<file path="src/rtl/vtg_pkg.sv">
package vtg_pkg;
    parameter int unsigned HW = 12;
    parameter int unsigned VW = 12;
    localparam int unsigned LW = VW + 2;
    localparam int unsigned FW = HW + VW + 4;

    typedef struct packed {
        logic [HW-1:0] h_act;
        logic [HW-1:0] h_sync;
        logic [HW-1:0] h_bp;
        logic [HW-1:0] h_fp;
        logic [VW-1:0] v_act;
        logic [VW-1:0] v_sync;
        logic [VW-1:0] v_bp;
        logic [VW-1:0] v_fp;
        logic          hs_pol;
        logic          vs_pol;
        logic [FW-1:0] target;
    } vtg_cfg_t;

    // clocks in one regular line
    function automatic logic [FW-1:0] line_clks(input vtg_cfg_t c);
        return FW'(c.h_sync) + FW'(c.h_bp) + FW'(c.h_act) + FW'(c.h_fp);
    endfunction

    // lines in one frame
    function automatic logic [LW-1:0] frame_lines(input vtg_cfg_t c);
        return LW'(c.v_sync) + LW'(c.v_bp) + LW'(c.v_act) + LW'(c.v_fp);
    endfunction

    function automatic logic [FW-1:0] natural_clks(input vtg_cfg_t c);
        return line_clks(c) * FW'(frame_lines(c));
    endfunction

    // extra clocks appended to the last line's front porch
    function automatic logic [FW-1:0] pad_clks(input vtg_cfg_t c);
        logic [FW-1:0] nat;
        nat = natural_clks(c);
        return (c.target > nat) ? (c.target - nat) : '0;
    endfunction
endpackage

</file>
<file path="src/rtl/vtg_cfg_bank.sv">
module vtg_cfg_bank
    import vtg_pkg::*;
#(
    parameter vtg_cfg_t DEF = '0
) (
    input  logic          clk,
    input  logic          rst,
    input  logic          load,
    input  vtg_cfg_t      cfg_in,
    input  logic          commit,
    output vtg_cfg_t      cur,
    output logic [FW-1:0] pad
);
    vtg_cfg_t staged;

    always_ff @(posedge clk) begin
        if (rst) begin
            staged <= DEF;
            cur    <= DEF;
            pad    <= pad_clks(DEF);
        end else begin
            if (load) begin
                staged <= cfg_in;
            end
            if (commit) begin
                cur <= staged;
                pad <= pad_clks(staged);
            end
        end
    end

    // settings in use only change at a frame boundary
    assert_cfg_hold_R9: assert property (@(posedge clk) disable iff (rst)
        !commit |=> $stable(cur));
    assert_pad_hold_R9: assert property (@(posedge clk) disable iff (rst)
        !commit |=> $stable(pad));
endmodule

</file>
<file path="src/rtl/vtg_counter.sv">
module vtg_counter
    import vtg_pkg::*;
(
    input  logic          clk,
    input  logic          rst,
    input  vtg_cfg_t      cur,
    input  logic [FW-1:0] pad,
    output logic [FW-1:0] h_cnt,
    output logic [LW-1:0] v_cnt,
    output logic          frame_wrap
);
    logic [FW-1:0] h_tot;
    logic [LW-1:0] v_tot;
    logic [FW-1:0] h_len;
    logic          last_line;
    logic          line_end;

    always_comb begin
        h_tot      = line_clks(cur);
        v_tot      = frame_lines(cur);
        last_line  = (v_cnt == v_tot - LW'(1));
        h_len      = h_tot + (last_line ? pad : '0);
        line_end   = (h_cnt == h_len - FW'(1));
        frame_wrap = line_end && last_line;
    end

    always_ff @(posedge clk) begin
        if (rst) begin
            h_cnt <= '0;
            v_cnt <= '0;
        end else if (line_end) begin
            h_cnt <= '0;
            v_cnt <= last_line ? '0 : v_cnt + LW'(1);
        end else begin
            h_cnt <= h_cnt + FW'(1);
        end
    end

    // independent frame-length tally for the period check
    logic [FW:0] frm_cnt;
    logic [FW:0] frm_expect;
    always_ff @(posedge clk) begin
        if (rst || frame_wrap) frm_cnt <= '0;
        else                   frm_cnt <= frm_cnt + (FW+1)'(1);
    end
    always_comb begin
        frm_expect = (cur.target > natural_clks(cur)) ? (FW+1)'(cur.target)
                                                       : (FW+1)'(natural_clks(cur));
    end

    assert_hcnt_bound_R4: assert property (@(posedge clk) disable iff (rst)
        h_cnt < h_len);
    assert_vcnt_bound_R5: assert property (@(posedge clk) disable iff (rst)
        v_cnt < v_tot);
    assert_frame_len_R6: assert property (@(posedge clk) disable iff (rst)
        frame_wrap |-> (frm_cnt + (FW+1)'(1) == frm_expect));
endmodule

</file>
<file path="src/rtl/vtg_decode.sv">
module vtg_decode
    import vtg_pkg::*;
(
    input  vtg_cfg_t      cur,
    input  logic [FW-1:0] h_cnt,
    input  logic [LW-1:0] v_cnt,
    output logic          hsync,
    output logic          vsync,
    output logic          de
);
    logic [FW-1:0] h_de_lo;
    logic [FW-1:0] h_de_hi;
    logic [LW-1:0] v_de_lo;
    logic [LW-1:0] v_de_hi;
    logic          hs_act;
    logic          vs_act;
    logic          de_h;
    logic          de_v;

    always_comb begin
        h_de_lo = FW'(cur.h_sync) + FW'(cur.h_bp);
        h_de_hi = h_de_lo + FW'(cur.h_act);
        v_de_lo = LW'(cur.v_sync) + LW'(cur.v_bp);
        v_de_hi = v_de_lo + LW'(cur.v_act);
        hs_act  = h_cnt < FW'(cur.h_sync);
        vs_act  = v_cnt < LW'(cur.v_sync);
        de_h    = (h_cnt >= h_de_lo) && (h_cnt < h_de_hi);
        de_v    = (v_cnt >= v_de_lo) && (v_cnt < v_de_hi);
        hsync   = cur.hs_pol ? hs_act : !hs_act;
        vsync   = cur.vs_pol ? vs_act : !vs_act;
        de      = de_h && de_v;
    end
endmodule

</file>
<file path="src/rtl/vtg_top.sv">
module vtg_top
    import vtg_pkg::*;
#(
    parameter int unsigned DEF_H_ACTIVE   = 1024,
    parameter int unsigned DEF_V_ACTIVE   = 600,
    parameter int unsigned DEF_FRAME_CLKS = 1019166
) (
    input  logic          clk,
    input  logic          rst,
    input  logic          cfg_load,
    input  logic [HW-1:0] cfg_h_active,
    input  logic [HW-1:0] cfg_h_sync,
    input  logic [HW-1:0] cfg_h_back,
    input  logic [HW-1:0] cfg_h_front,
    input  logic [VW-1:0] cfg_v_active,
    input  logic [VW-1:0] cfg_v_sync,
    input  logic [VW-1:0] cfg_v_back,
    input  logic [VW-1:0] cfg_v_front,
    input  logic          cfg_hs_pol,
    input  logic          cfg_vs_pol,
    input  logic [FW-1:0] cfg_frame_clks,
    output logic          hsync,
    output logic          vsync,
    output logic          de,
    output logic [FW-1:0] pix_x,
    output logic [LW-1:0] line_y
);
    localparam vtg_cfg_t DEF_CFG = '{
        h_act:  HW'(DEF_H_ACTIVE),
        h_sync: HW'(40),
        h_bp:   HW'(50),
        h_fp:   HW'(50),
        v_act:  VW'(DEF_V_ACTIVE),
        v_sync: VW'(20),
        v_bp:   VW'(31),
        v_fp:   VW'(30),
        hs_pol: 1'b1,
        vs_pol: 1'b1,
        target: FW'(DEF_FRAME_CLKS)
    };

    vtg_cfg_t      cfg_in;
    vtg_cfg_t      cur;
    logic [FW-1:0] pad;
    logic [FW-1:0] h_cnt;
    logic [LW-1:0] v_cnt;
    logic          frame_wrap;

    always_comb begin
        cfg_in.h_act  = cfg_h_active;
        cfg_in.h_sync = cfg_h_sync;
        cfg_in.h_bp   = cfg_h_back;
        cfg_in.h_fp   = cfg_h_front;
        cfg_in.v_act  = cfg_v_active;
        cfg_in.v_sync = cfg_v_sync;
        cfg_in.v_bp   = cfg_v_back;
        cfg_in.v_fp   = cfg_v_front;
        cfg_in.hs_pol = cfg_hs_pol;
        cfg_in.vs_pol = cfg_vs_pol;
        cfg_in.target = cfg_frame_clks;
    end

    vtg_cfg_bank #(.DEF(DEF_CFG)) i_bank (
        .clk    (clk),
        .rst    (rst),
        .load   (cfg_load),
        .cfg_in (cfg_in),
        .commit (frame_wrap),
        .cur    (cur),
        .pad    (pad)
    );

    vtg_counter i_cnt (
        .clk        (clk),
        .rst        (rst),
        .cur        (cur),
        .pad        (pad),
        .h_cnt      (h_cnt),
        .v_cnt      (v_cnt),
        .frame_wrap (frame_wrap)
    );

    vtg_decode i_dec (
        .cur   (cur),
        .h_cnt (h_cnt),
        .v_cnt (v_cnt),
        .hsync (hsync),
        .vsync (vsync),
        .de    (de)
    );

    assign pix_x  = h_cnt;
    assign line_y = v_cnt;
endmodule

</file>
<file path="config.mk">
export PLATFORM = sky130hd
export DESIGN_NAME = vtg_top
export DESIGN_NICKNAME = d
export VERILOG_FILES = /design/src/rtl/vtg_pkg.sv /design/src/rtl/vtg_cfg_bank.sv /design/src/rtl/vtg_counter.sv /design/src/rtl/vtg_decode.sv /design/src/rtl/vtg_top.sv
export SDC_FILE = /design/constraint.sdc
export NUM_CORES = 2
export LEC_CHECK = 0
export BUFFER_PORTS_ARGS = -buffer_cell sky130_fd_sc_hd__buf_2
export CAP_MARGIN = 20
export CORE_MARGIN = 8
export CORE_UTILIZATION = 64
export CTS_BUF_LIST = sky130_fd_sc_hd__clkbuf_16
export DETAILED_ROUTE_END_ITERATION = 16
export PLACE_DENSITY = 0.83
export SETUP_SLACK_MARGIN = 0.02
export SLEW_MARGIN = 40
export SYNTH_ARGS = -nofsm -noshare
export SYNTH_HDL_FRONTEND = slang
export SYNTH_HIERARCHICAL = 1
export SYNTH_SLANG_ARGS = --single-unit
</file>
<file path="constraint.sdc">
create_clock -name clk -period 14.2 [get_ports clk]
set_clock_uncertainty 0.05 [all_clocks]
set_input_delay 0.71 -clock clk [delete_from_list [all_inputs] [get_ports clk]]
set_output_delay 0.71 -clock clk [all_outputs]
set_load 0.02 [all_outputs]
</file>
**Yosys cells after proc, flatten, opt, wreduce, memory -nomap -nowiden**

Index checks and enable logic that the tools add are counted.

- Register bits: 294
- Bits in latches: 0
- Bits in writable memories: 0
- Memory bits (read-only): 0
- Input port bits: 129
- Output and inout bits: 45
- Logic and storage cells: 64
- Memories kept: 0

- Add/sub/neg operators: 18
- Multiply operators: 1
- Div/mod/pow operators: 0
- Magnitude comparators: 7
- Eq/ne operators: 2
- Shifts and indexed selects: 0
- Muxes and demuxes: 5
- Bitwise logic cells: 0
- Reductions and logical operators: 7

Operators by type and width:

| kind | count |
|---|---|
| 28-bit by 12-bit adder with 28-bit output | 3 |
| 14-bit by 12-bit adder with 14-bit output | 4 |
| 28-bit two-way mux | 2 |
| 12-bit by 12-bit adder with 13-bit output | 4 |
| 28-bit by 1-bit adder with 28-bit output (second input constant) | 1 |
| 28-bit adder | 1 |
| 28-bit == test | 1 |
| 28-bit by 13-bit >= comparator with 1-bit output | 1 |
| 28-bit > comparator | 1 |
| 28-bit by 12-bit < comparator with 1-bit output | 1 |
| 28-bit by 14-bit < comparator with 1-bit output | 1 |
| 28-bit by 14-bit multiplier with 28-bit output | 1 |
| 28-bit by 1-bit subtractor with 28-bit output (second input constant) | 1 |
| 28-bit subtractor | 1 |
| 13-bit by 12-bit adder with 14-bit output | 1 |
| 14-bit by 1-bit adder with 14-bit output (second input constant) | 1 |
| 14-bit == test | 1 |
| 14-bit >= comparator | 1 |
| 14-bit by 12-bit < comparator with 1-bit output | 1 |
| 14-bit < comparator | 1 |
| 14-bit two-way mux | 1 |
| 14-bit by 1-bit subtractor with 14-bit output (second input constant) | 1 |
| 1-bit logical AND | 4 |
| 1-bit logical NOT | 2 |
| other kinds (2) | 3 |

**Depth between registers and ports, before layout**

- Depth after elaboration: 10
- Mapped depth: 49
- Gate-level depth less buffers: 46

**Cells and area by module**

Netlist, hierarchy kept.

Modules (own cells, without submodules):

| module | instances | cells each | area each (um^2) | seq. area each (um^2) |
|---|---|---|---|---|
| vtg_cfg_bank | 1 | 2118 | 19859.0 | 5605.4 |
| vtg_counter | 1 | 1043 | 8052.7 | 840.8 |
| vtg_decode | 1 | 511 | 3876.2 | 0.0 |

**Worst setup path before layout**

OpenSTA, ideal clock, no wires.

- Kind: reg2reg
- Start: register i_bank/staged[79] (netlist name)
- End: register i_bank.pad[27]
- Setup time: 118 ps
- Data arrival time: 9960 ps
- Required time: 14032 ps
- Slack: 4072 ps
- Stages on the path, launching flop included: 42
- Buffers on the path: 0
- Clock period less this slack: 10128 ps
- Path through: dfxtp_1 -> inv_1 -> fa_1 -> fa_1 -> inv_1 -> ha_1 -> fa_1 -> a21o_1 -> a21oi_2 -> o21bai_2 -> a21oi_4 -> o21bai_1 -> a21oi_1 -> xor2_1 -> nor2_1 -> fa_1 -> inv_1 -> fa_1 -> [... 6 more ...] -> inv_1 -> ha_1 -> a21o_1 -> a21o_1 -> o41ai_4 -> a31oi_1 -> o21a_1 -> or2_2 -> ha_1 -> a21o_1 -> a21o_1 -> a21o_1 -> a21o_1 -> a31o_1 -> a221oi_4 -> a21oi_2 -> xnor2_1 -> o21ai_1

- Longest elaborated chain between the ends: 4
- Elaborated cells on any way between the ends: 5
- Classes of those cells: 2 x add/sub; 1 x mul; 1 x order compare; 1 x mux

RTL lines:

| element | line | RTL |
|---|---|---|
| from (decl) | vtg_cfg_bank.sv:14 | `vtg_cfg_t staged;` |
| from (signal assigned) | vtg_cfg_bank.sv:23 | `staged <= cfg_in;` |
| 28-bit by 12-bit adder with 28-bit output (*) | vtg_pkg.sv:23 | `return FW'(c.h_sync) + FW'(c.h_bp) + FW'(c.h_act) + FW'(c.h_fp);` |
| 28-bit by 14-bit multiplier with 28-bit output (*) | vtg_pkg.sv:32 | `return line_clks(c) * FW'(frame_lines(c));` |
| 28-bit subtractor or 28-bit > comparator (tied branches) | vtg_pkg.sv:39 | `return (c.target > nat) ? (c.target - nat) : '0;` |
| 28-bit two-way mux (*) | vtg_pkg.sv:39 |  |
| to (signal assigned) | vtg_cfg_bank.sv:20 | `pad <= pad_clks(DEF);` |
| to (signal assigned) | vtg_cfg_bank.sv:27 | `pad <= pad_clks(staged);` |
| to (decl) | vtg_cfg_bank.sv:12 | `output logic [FW-1:0] pad` |

Every way passes the cells marked *; elsewhere a longest branch is shown, timed or not.
A chain may end at the register's enable or synchronous reset.

**Worst setup path after layout**

- Start: register i_bank/staged[31] (netlist name)
- End: register i_bank.pad[9]

- Longest elaborated chain between the ends: 4
- Elaborated cells on any way between the ends: 5
- Classes of those cells: 2 x add/sub; 1 x mul; 1 x order compare; 1 x mux

RTL lines:

| element | line | RTL |
|---|---|---|
| 14-bit by 12-bit adder with 14-bit output (*) | vtg_pkg.sv:28 | `return LW'(c.v_sync) + LW'(c.v_bp) + LW'(c.v_act) + LW'(c.v_fp);` |
| 28-bit by 14-bit multiplier with 28-bit output (*) | vtg_pkg.sv:32 |  |
| 28-bit subtractor or 28-bit > comparator (tied branches) | vtg_pkg.sv:39 |  |
| 28-bit two-way mux (*) | vtg_pkg.sv:39 |  |

Marks and branches as above.

==> metrics <==
max cap viols=0; number of remaining DRC errors=0; final hold violation count=0; start point of the critical path=i_bank/staged[31]; Final GP Congestion=0.987; max-slew violations=0; die area=0.0554 mm2; Post-CTS Setup Inserts=0; Crit Path Class=reg -> reg; first-pass GRT wire length=136000 um; critical path peak fanout=20; status=completed; origin of the critical flop-to-flop path=i_bank/staged[31]; Startpoint Class=register; post-CTS sizing=0; hold crit path type=in -> reg; worst r2r path cells=43; grt ovf=0; setup tns final=0 ns; H-tree Lvls=2; clock root buffer=clkbuf_16; Setup Viol. Count Final=0; minimum clock period=11.18 ns; clk sink count=294; Final #Nets=4448; CP endpoint=i_bank/pad[9]; RSZ-0062 raised after global routing=no; area grow syn2layout=8.03%; Arrival @ worst endpoint=11.59 ns; Final Cycle Share=78.7%; Routed WL=84800 um; hold buffer count at CTS=0; dpl hpwl=68700 um; Total Routing Usage GR=30.1%; fillcell total=3666; number of global-route vias before repair=25300; largest net degree at the start of global routing=68; CTS tree=done; clock buffer count from CTS=35; Die Wd=235 um; Die Y-Extent=235 um; row count=80; Max Freq=89.5 MHz; Synth Warn #=6; Slowest cell on crit path=fa_1; IO Count=174; Post-Syn Instances=3584; Slew HR=36.3%; CP most frequent cell=fa_1; Vias per Instance=5.89; syn nets=4334; worst reg2reg setup slack=3.02 ns; Crit. End Element=register; Max Root-Sink Buffers=3; actual slew at the worst max-slew pin=0.950 ns; ratio of cells with drive above 1 in the final layout=8.54%; initial drt markers=1964; detailed-route via count=25600; syn_area_per_cell=8.60 um2; worst skew pair latency=0.57 ns; WP data required=14.61 ns; r2r endpoint=i_bank/pad[9]; mapped cell area=0.0308 mm2; DR pass1 iterations=6; core area=0.0476 mm2; WL per Instance=19.5 um; Max stage delay on crit path=0.58 ns; port bufs=173; Routed Antenna Nets=0; antenna violations before repair=3; Reg clk slew, reported paths=0.06 ns; Initial Util=64.7%
## flip-flops by register name (all words and copies together) (netlist names)
signal,flops
i_bank/staged,126
i_bank/cur,98
i_bank/pad,28
i_cnt/h_cnt,28
i_cnt/v_cnt,14
## worst min-delay path by stage
stage                             from           endpoint  slack (ns)  cells past startpoint
global route        cfg_frame_clks[15]  i_bank/staged[15]        0.31                      3
floorplan               i_bank/pad[18]     i_bank/pad[18]        0.37                      2
finish               cfg_frame_clks[1]   i_bank/staged[1]        0.31                      3
detailed placement   i_bank/staged[31]     i_bank/cur[31]        0.41                      2
global placement     i_bank/staged[34]     i_bank/cur[34]        0.40                      2
CTS                  cfg_frame_clks[1]   i_bank/staged[1]        0.29                      3
## per-layer routing
| metal | track usage [%] | up-vias | share of wire [%] |
|---|---|---|---|
| met5 | 0 | - | 0.080 |
| met4 | 11.4 | 6 | 4.2 |
| met3 | 8.95 | 194 | 9.8 |
| met2 | 46.3 | 1006 | 44 |
| met1 | 39.6 | 12100 | 42 |
| li1 | - | 12200 | - |
## worst max-delay path, delay by kind of cell, from the launching register on
| family | cells | cell delay (ns) |
|---|---|---|
| AOI/OAI and AO/OA | 11 | 2.37 |
| buffers and inverters | 7 | 0.63 |
| xor gates and xnor gates | 2 | 0.66 |
| adders and majority gates | 12 | 5.34 |
| DFF | 1 | 0.33 |
| and+or+nand+nor | 11 | 1.70 |
## cell type report
cell class	instances	area, um2	share of cell area, %
inverter	536	2010	6.04
clock buffer	35	876	2.63
multi-input combinational	2636	22500	67.4
antenna	3	7.51	0.0225
sequential	294	5890	17.7
timing repair buffer	195	1070	3.22
clock inverter	28	219	0.657
tap	615	769	2.31
## cell usage in the layout (no fill, tap or decap), types with 107 or more instances in the layout
cell	count
a21oi_1	138
fa_1	241
dfxtp_1	294
mux2i_1	208
nand2_1	299
buf_2	171
ha_1	380
xnor2_1	107
inv_1	541
nor2_1	321
## through the flow
step,setup WS [ns],area [um2],util (%),std cells,hold slack [ns]
after global routing,2.28,33300,69.9,4340,0.310
after CTS,3.05,33300,69.9,4339,0.290
after floorplan,4.07,30800,-,3584,0.375
after global placement,3.07,32100,67.4,4275,0.402
after detailed placement,3.09,32200,67.6,4276,0.411
final,3.02,33300,69.9,4342,0.308
Power is left out: the tool's default activity adds up to more than one toggle a clock period on the data nets, which glitch-free logic cannot reach.
